## src/rtl/simd_pkg.sv

```systemverilog
package simd_pkg;

    typedef enum logic [1:0] {
        ES_B8  = 2'b00,
        ES_W16 = 2'b01,
        ES_D32 = 2'b10,
        ES_ALT = 2'b11
    } esize_e;

    typedef enum logic [1:0] {
        AM_WRAP = 2'b00,
        AM_SSAT = 2'b01,
        AM_USAT = 2'b10,
        AM_RSVD = 2'b11
    } amode_e;

    typedef enum logic [2:0] {
        OP_ADD = 3'b000,
        OP_SUB = 3'b001,
        OP_AND = 3'b010,
        OP_OR  = 3'b011,
        OP_XOR = 3'b100,
        OP_X5  = 3'b101,
        OP_X6  = 3'b110,
        OP_X7  = 3'b111
    } op_e;

    typedef enum logic {
        ST_IDLE = 1'b0,
        ST_EMIT = 1'b1
    } st_e;

endpackage

```

## src/rtl/simd_sat_lane.sv

```systemverilog
module simd_sat_lane #(
    parameter int LANE_W = 8
) (
    input  logic [LANE_W-1:0] a,
    input  logic [LANE_W-1:0] b,
    input  logic              sub,
    input  logic [1:0]        amode,
    output logic [LANE_W-1:0] y
);
    import simd_pkg::*;

    localparam logic [LANE_W-1:0] SMAX = {1'b0, {(LANE_W-1){1'b1}}};
    localparam logic [LANE_W-1:0] SMIN = {1'b1, {(LANE_W-1){1'b0}}};

    logic [LANE_W:0] uext;
    logic [LANE_W:0] sext;
    logic            s_ovf;

    // One guard bit per lane: carry/borrow for unsigned, sign for signed.
    always_comb begin
        if (sub) begin
            uext = {1'b0, a} - {1'b0, b};
            sext = {a[LANE_W-1], a} - {b[LANE_W-1], b};
        end else begin
            uext = {1'b0, a} + {1'b0, b};
            sext = {a[LANE_W-1], a} + {b[LANE_W-1], b};
        end
        s_ovf = sext[LANE_W] ^ sext[LANE_W-1];
    end

    always_comb begin
        case (amode_e'(amode))
            AM_SSAT: begin
                if (s_ovf) y = sext[LANE_W] ? SMIN : SMAX;
                else       y = sext[LANE_W-1:0];
            end
            AM_USAT: begin
                if (uext[LANE_W]) y = sub ? '0 : '1;
                else              y = uext[LANE_W-1:0];
            end
            default: y = uext[LANE_W-1:0];
        endcase
    end

endmodule

```

## src/rtl/simd_arith_grid.sv

```systemverilog
module simd_arith_grid #(
    parameter int DATA_W = 64,
    parameter int LANE_W = 8
) (
    input  logic [DATA_W-1:0] a,
    input  logic [DATA_W-1:0] b,
    input  logic              sub,
    input  logic [1:0]        amode,
    output logic [DATA_W-1:0] y
);
    localparam int N_LANES = DATA_W / LANE_W;

    for (genvar i = 0; i < N_LANES; i++) begin : g_lane
        simd_sat_lane #(.LANE_W(LANE_W)) u_lane (
            .a     (a[i*LANE_W +: LANE_W]),
            .b     (b[i*LANE_W +: LANE_W]),
            .sub   (sub),
            .amode (amode),
            .y     (y[i*LANE_W +: LANE_W])
        );
    end

endmodule

```

## src/rtl/simd_bitwise.sv

```systemverilog
module simd_bitwise #(
    parameter int DATA_W = 64
) (
    input  logic [DATA_W-1:0] a,
    input  logic [DATA_W-1:0] b,
    input  logic [2:0]        op,
    output logic [DATA_W-1:0] y,
    output logic              is_logic
);
    import simd_pkg::*;

    always_comb begin
        is_logic = 1'b1;
        case (op_e'(op))
            OP_AND:  y = a & b;
            OP_OR:   y = a | b;
            OP_XOR:  y = a ^ b;
            default: begin
                y        = '0;
                is_logic = 1'b0;
            end
        endcase
    end

endmodule

```

## src/rtl/simd_lane_alu.sv

```systemverilog
module simd_lane_alu #(
    parameter int DATA_W      = 64,
    parameter int BASE_LANE_W = 8,
    parameter int NUM_SIZES   = 3
) (
    input  logic        clk,
    input  logic        rst_n,
    input  logic        in_valid,
    input  logic [2:0]  op,
    input  logic [1:0]  esize,
    input  logic [1:0]  amode,
    input  logic [63:0] src_a,
    input  logic [63:0] src_b,
    output logic        out_valid,
    output logic [63:0] result
);
    import simd_pkg::*;

    logic [DATA_W-1:0] grid_res [NUM_SIZES];
    logic [DATA_W-1:0] arith_sel;
    logic [DATA_W-1:0] bit_res;
    logic [DATA_W-1:0] next_res;
    logic [DATA_W-1:0] result_q;
    logic              is_logic;
    logic              is_sub;
    st_e               state_q;
    st_e               state_d;

    assign is_sub = (op_e'(op) == OP_SUB);

    // One lane grid per supported width, all evaluated in parallel.
    for (genvar g = 0; g < NUM_SIZES; g++) begin : g_size
        simd_arith_grid #(
            .DATA_W (DATA_W),
            .LANE_W (BASE_LANE_W << g)
        ) u_grid (
            .a     (src_a),
            .b     (src_b),
            .sub   (is_sub),
            .amode (amode),
            .y     (grid_res[g])
        );
    end

    simd_bitwise #(.DATA_W(DATA_W)) u_bitwise (
        .a        (src_a),
        .b        (src_b),
        .op       (op),
        .y        (bit_res),
        .is_logic (is_logic)
    );

    always_comb begin
        case (esize_e'(esize))
            ES_B8:   arith_sel = grid_res[0];
            ES_D32:  arith_sel = grid_res[2];
            default: arith_sel = grid_res[1];
        endcase
        next_res = is_logic ? bit_res : arith_sel;
    end

    // Next-state logic
    always_comb begin
        unique case (state_q)
            ST_IDLE: state_d = in_valid ? ST_EMIT : ST_IDLE;
            ST_EMIT: state_d = in_valid ? ST_EMIT : ST_IDLE;
            default: state_d = ST_IDLE;
        endcase
    end

    // State register
    always_ff @(posedge clk or negedge rst_n) begin
        if (!rst_n) state_q <= ST_IDLE;
        else        state_q <= state_d;
    end

    // Output register
    always_ff @(posedge clk or negedge rst_n) begin
        if (!rst_n)        result_q <= '0;
        else if (in_valid) result_q <= next_res;
    end

    assign out_valid = (state_q == ST_EMIT);
    assign result    = result_q;

endmodule

```

## config.mk

```make
export PLATFORM = sky130hd
export DESIGN_NAME = simd_lane_alu
export DESIGN_NICKNAME = d
export VERILOG_FILES = /design/src/rtl/simd_pkg.sv /design/src/rtl/simd_sat_lane.sv /design/src/rtl/simd_arith_grid.sv /design/src/rtl/simd_bitwise.sv /design/src/rtl/simd_lane_alu.sv
export SDC_FILE = /design/constraint.sdc
export NUM_CORES = 1
export LEC_CHECK = 0
export ABC_AREA = 1
export BUFFER_PORTS_ARGS = -buffer_cell sky130_fd_sc_hd__buf_2
export CELL_PAD_IN_SITES_DETAIL_PLACEMENT = 1
export CELL_PAD_IN_SITES_GLOBAL_PLACEMENT = 2
export CORE_ASPECT_RATIO = 0.8
export CORE_MARGIN = 4
export CORE_UTILIZATION = 30
export DETAILED_ROUTE_END_ITERATION = 8
export PLACE_DENSITY = 0.84
export REMOVE_ABC_BUFFERS = 1
export SETUP_SLACK_MARGIN = 0.5
export SLEW_MARGIN = 10
export SYNTH_ARGS = -nofsm -noshare
export SYNTH_HDL_FRONTEND = slang
export SYNTH_SLANG_ARGS = --single-unit
```

## constraint.sdc

```tcl
create_clock -name clk -period 0.8 [get_ports clk]
set_clock_uncertainty 0.2 [all_clocks]
set_input_delay 0.08 -clock clk [delete_from_list [all_inputs] [get_ports clk]]
set_output_delay 0.08 -clock clk [all_outputs]
set_load 0.01 [all_outputs]
```

==> impl_metrics.yaml <==
global_routing:
  grt_pass1_wl_um: 180000
  grtUsageTotal_pct: 29.79
  grt_max_degree: 42
  grt_pass1_vias: 31660
  antenna_found_initial: 2
  gr-total-overflow: 0
floorplan:
  coreArea_sq_mm: 0.07076
  die_area_sq_mm: 0.07596
  die_y_um: 247.3
  num_rows: 87
  die_x_um: 307.2
  start_util_pct: 30.36
  io_pins: 203
yosys:
  synth_compound_area_share_pct: 23.32
  syn-cell-area_sq_mm: 0.02148
  yosys.area.top_type: "nand2_1"
  ys.flop_type: "dfrtp_1"
  yosysSeqAreaShare_pct: 7.573
  synth_edf_count: 0
  yosysWarnings: 0
  synthTopCellsByArea: "nand2_1, ha_1, a21oi_1, inv_1, dfrtp_1"
  syn_area_per_cell_sq_um: 5.843
  async_flop_share_pct: 100.0
  synth.area.mux_share_pct: 0.05243
  synth_fa_ha_area_share_pct: 17.52
  synth_top_family_by_area: "simple AND/OR/NAND/NOR gates"
  syn-instance-count: 3676
  synthXorXnorAreaFrac_pct: 9.111
  synth_most_common_cell: "nand2_1"
  synth.top_cell.area_share_pct: 16.99
  synthTopCellsByCount: "nand2_1, inv_1, a21oi_1"
  synth-simple-area-share_pct: 31.08
  ys_types: 55
  yosys_register_bits: 65
worst_setup_path:
  crit_path_max_fanout: 7
  crit_top_cell: "nand2_4"
  critPathRequiredTime_ns: 0.93
  cp_slowest_cell: "a21oi_4"
  cpPeakStageDelay_ns: 0.36
  crit_path_start_kind: "input port"
  critPathKind: "in2reg"
  critPathArrivalTime_ns: 4.86
  critPathCaptureType: "flip-flop"
sta:
  hold_viol: 73
  tightest_slew_ns: 0.6227
  slew_viol_final: 0
  finalSetupViolCount: 129
  clock.fmax_mhz: 211.2
  slew_headroom_pct: 58.19
  fin_crit_sh_pct: 591.8
  final.setup.worst_slack_ns: -3.934
  whs_ns: -0.5679
  period_minus_slack_ns: 4.734
  grt_setup_unrepaired: "true"
power:
  p_per_area_mw_per_mm2: 1407
  internal_power_w: 0.02366
  combPwrFrac_pct: 81.3
  ir_drop_uv: 1430
  netSwitchingPower_w: 0.02544
  clkPwrFrac_pct: 9.1
  p_leak_nw: 18.68
  sw_frac_of_total_pct: 51.82
  power.share.sequential_pct: 9.6
final_layout:
  multiInputGateArea_sq_mm: 0.01940
  layout.nets: 5329
  drive_above_1_share_pct: 38.51
  seq_area_sq_mm: 0.001649
  final_area_sq_mm: 0.03489
  fill_cells: 9380
  synthToLayoutAreaGrowth_pct: 62.44
hold_path:
  hold_class: "in2async"
route:
  vias: 31170
  drc: 0
  via_per_inst: 5.341
  drt-pass1-iter-count: 5
  drtAntennaViolNets: 0
  wl_per_cell_um: 21.22
  drt_iter0_markers: 2751
  routed_wl_um: 123800
clock_network:
  clock_latency_ns: 0.40
  clockBufferDepth: 2
  cts_tree: "built"
  root_buffer: "clkbuf_16"
  clock-sinks: 65
  numCtsBuffers: 9
  htree_levels: 3
  clkTransAtPathRegs_ns: 0.07
place:
  routabilityCongestion: 0.9571
  port_buffers: 202
  postPlaceCellArea_sq_mm: 0.03133
  hpwl_um: 93070
run_status:
  violations: "negative hold slack, negative setup slack"
  status: "finished, violations left"
job:
  maxCapViolCount: 0
per-stage QoR:
| step | util (%) | TNS, ns | instances | setup slack, ns | power (W) |
|---|---|---|---|---|---|
| after floorplan | - | -361.09 | 3543 | -6.132 | 0.02060 |
| after global placement | 44.28 | -258.72 | 5712 | -4.249 | 0.03733 |
| after detailed placement | 44.28 | -273.28 | 5712 | -4.463 | 0.03836 |
| after CTS | 46.91 | -240.61 | 5785 | -3.459 | 0.04496 |
| after global routing | 49.30 | -272.15 | 5834 | -4.150 | 0.05242 |
| final | 49.31 | -256.57 | 5836 | -3.934 | 0.04910 |
layer usage:
layer | global-route usage, % | vias up | share of wire (%)
met1 | 41.61 | 15240 | 45
met3 | 3.665 | 262 | 6.5
met2 | 48.62 | 1159 | 45
li1 | - | 14510 | -
met5 | 0 | - | 0.016
met4 | 7.675 | 2 | 3.2
timing repair:
| action | in CTS | in global routing |
|---|---|---|
| gates resized for setup | 300 | 319 |
| buffers inserted | 57 | 47 |
| endpoints found under the hold margin | 72 | 70 |
| cloned | 0 | 2 |
| pin swaps | 140 | 177 |
| endpoints found under the setup margin | 130 | 130 |
worst paths after layout:
kind | from | to | slack (ns) | cells after the start
worst min-delay path | rst_n | result[42] | -0.57 | 2
worst max register to register | result[34] | result[34] | -0.34 | 4
worst max-delay path | src_b[0] | result[16] | -3.93 | 35
min in group clk | src_a[32] | result[32] | -0.03 | 4
max in group asynchronous | rst_n | result[16] | 0.61 | 2
worst min register to register | result[46] | result[46] | 0.29 | 2
flip-flops by register name, indices dropped and copies added, names as in the netlist:
name / cells
result: 64
out_valid: 1
cell type report:
type	count	share of cell area, %
multi-input cells	2990	55.59
repair buffers	1340	30.09
inverters	489	5.405
flip-flops and latches	65	4.727
well taps	934	3.350
clock buffers	9	0.6455
clock inverters	7	0.1721
diodes	2	0.01435
cell usage in the layout (no fill, tap or decap), types with 47 or more instances in the layout:
cell     synthesis  routed
buf_4            5    1053
nand2_1        972     864
inv_1          453     438
a21oi_1        368     308
o21ai_0        315     283
ha_1           288     270
nor2_1         225     183
xor2_1         178     171
buf_2           18     169
nand3_1        198     159
nand2_2         27     106
buf_6            8      67
a21oi_2         10      66
o21ai_1         81      62
o21ai_2          3      48
dfrtp_1         65      47
critical path: cells and delay by family:
| kind | cells | cell delay [ns] |
|---|---|---|
| buf+inv | 7 | 0.73 |
| fa+ha+maj | 2 | 0.57 |
| compound gates | 6 | 1.31 |
| simple gates | 19 | 1.97 |
| xor+xnor | 1 | 0.17 |
power by group through the flow:
stage	Sequential (W)	Combinational, W	Clock (W)
floorplan	0.00459	0.0160	0
global placement	0.00466	0.0327	0
detailed placement	0.00465	0.0337	0
CTS	0.00467	0.0357	0.00456
global route	0.00477	0.0430	0.00464
finish	0.00472	0.0399	0.00447
logic make-up after synthesis:
group	Yosys count
adders and majority gates	296
AOI/OAI and AO/OA	914
xor gates and xnor gates	220
muxes	1
buffers and inverters	622
DFF	65
and+or+nand+nor	1558
(Power assumes the default switching activity.)
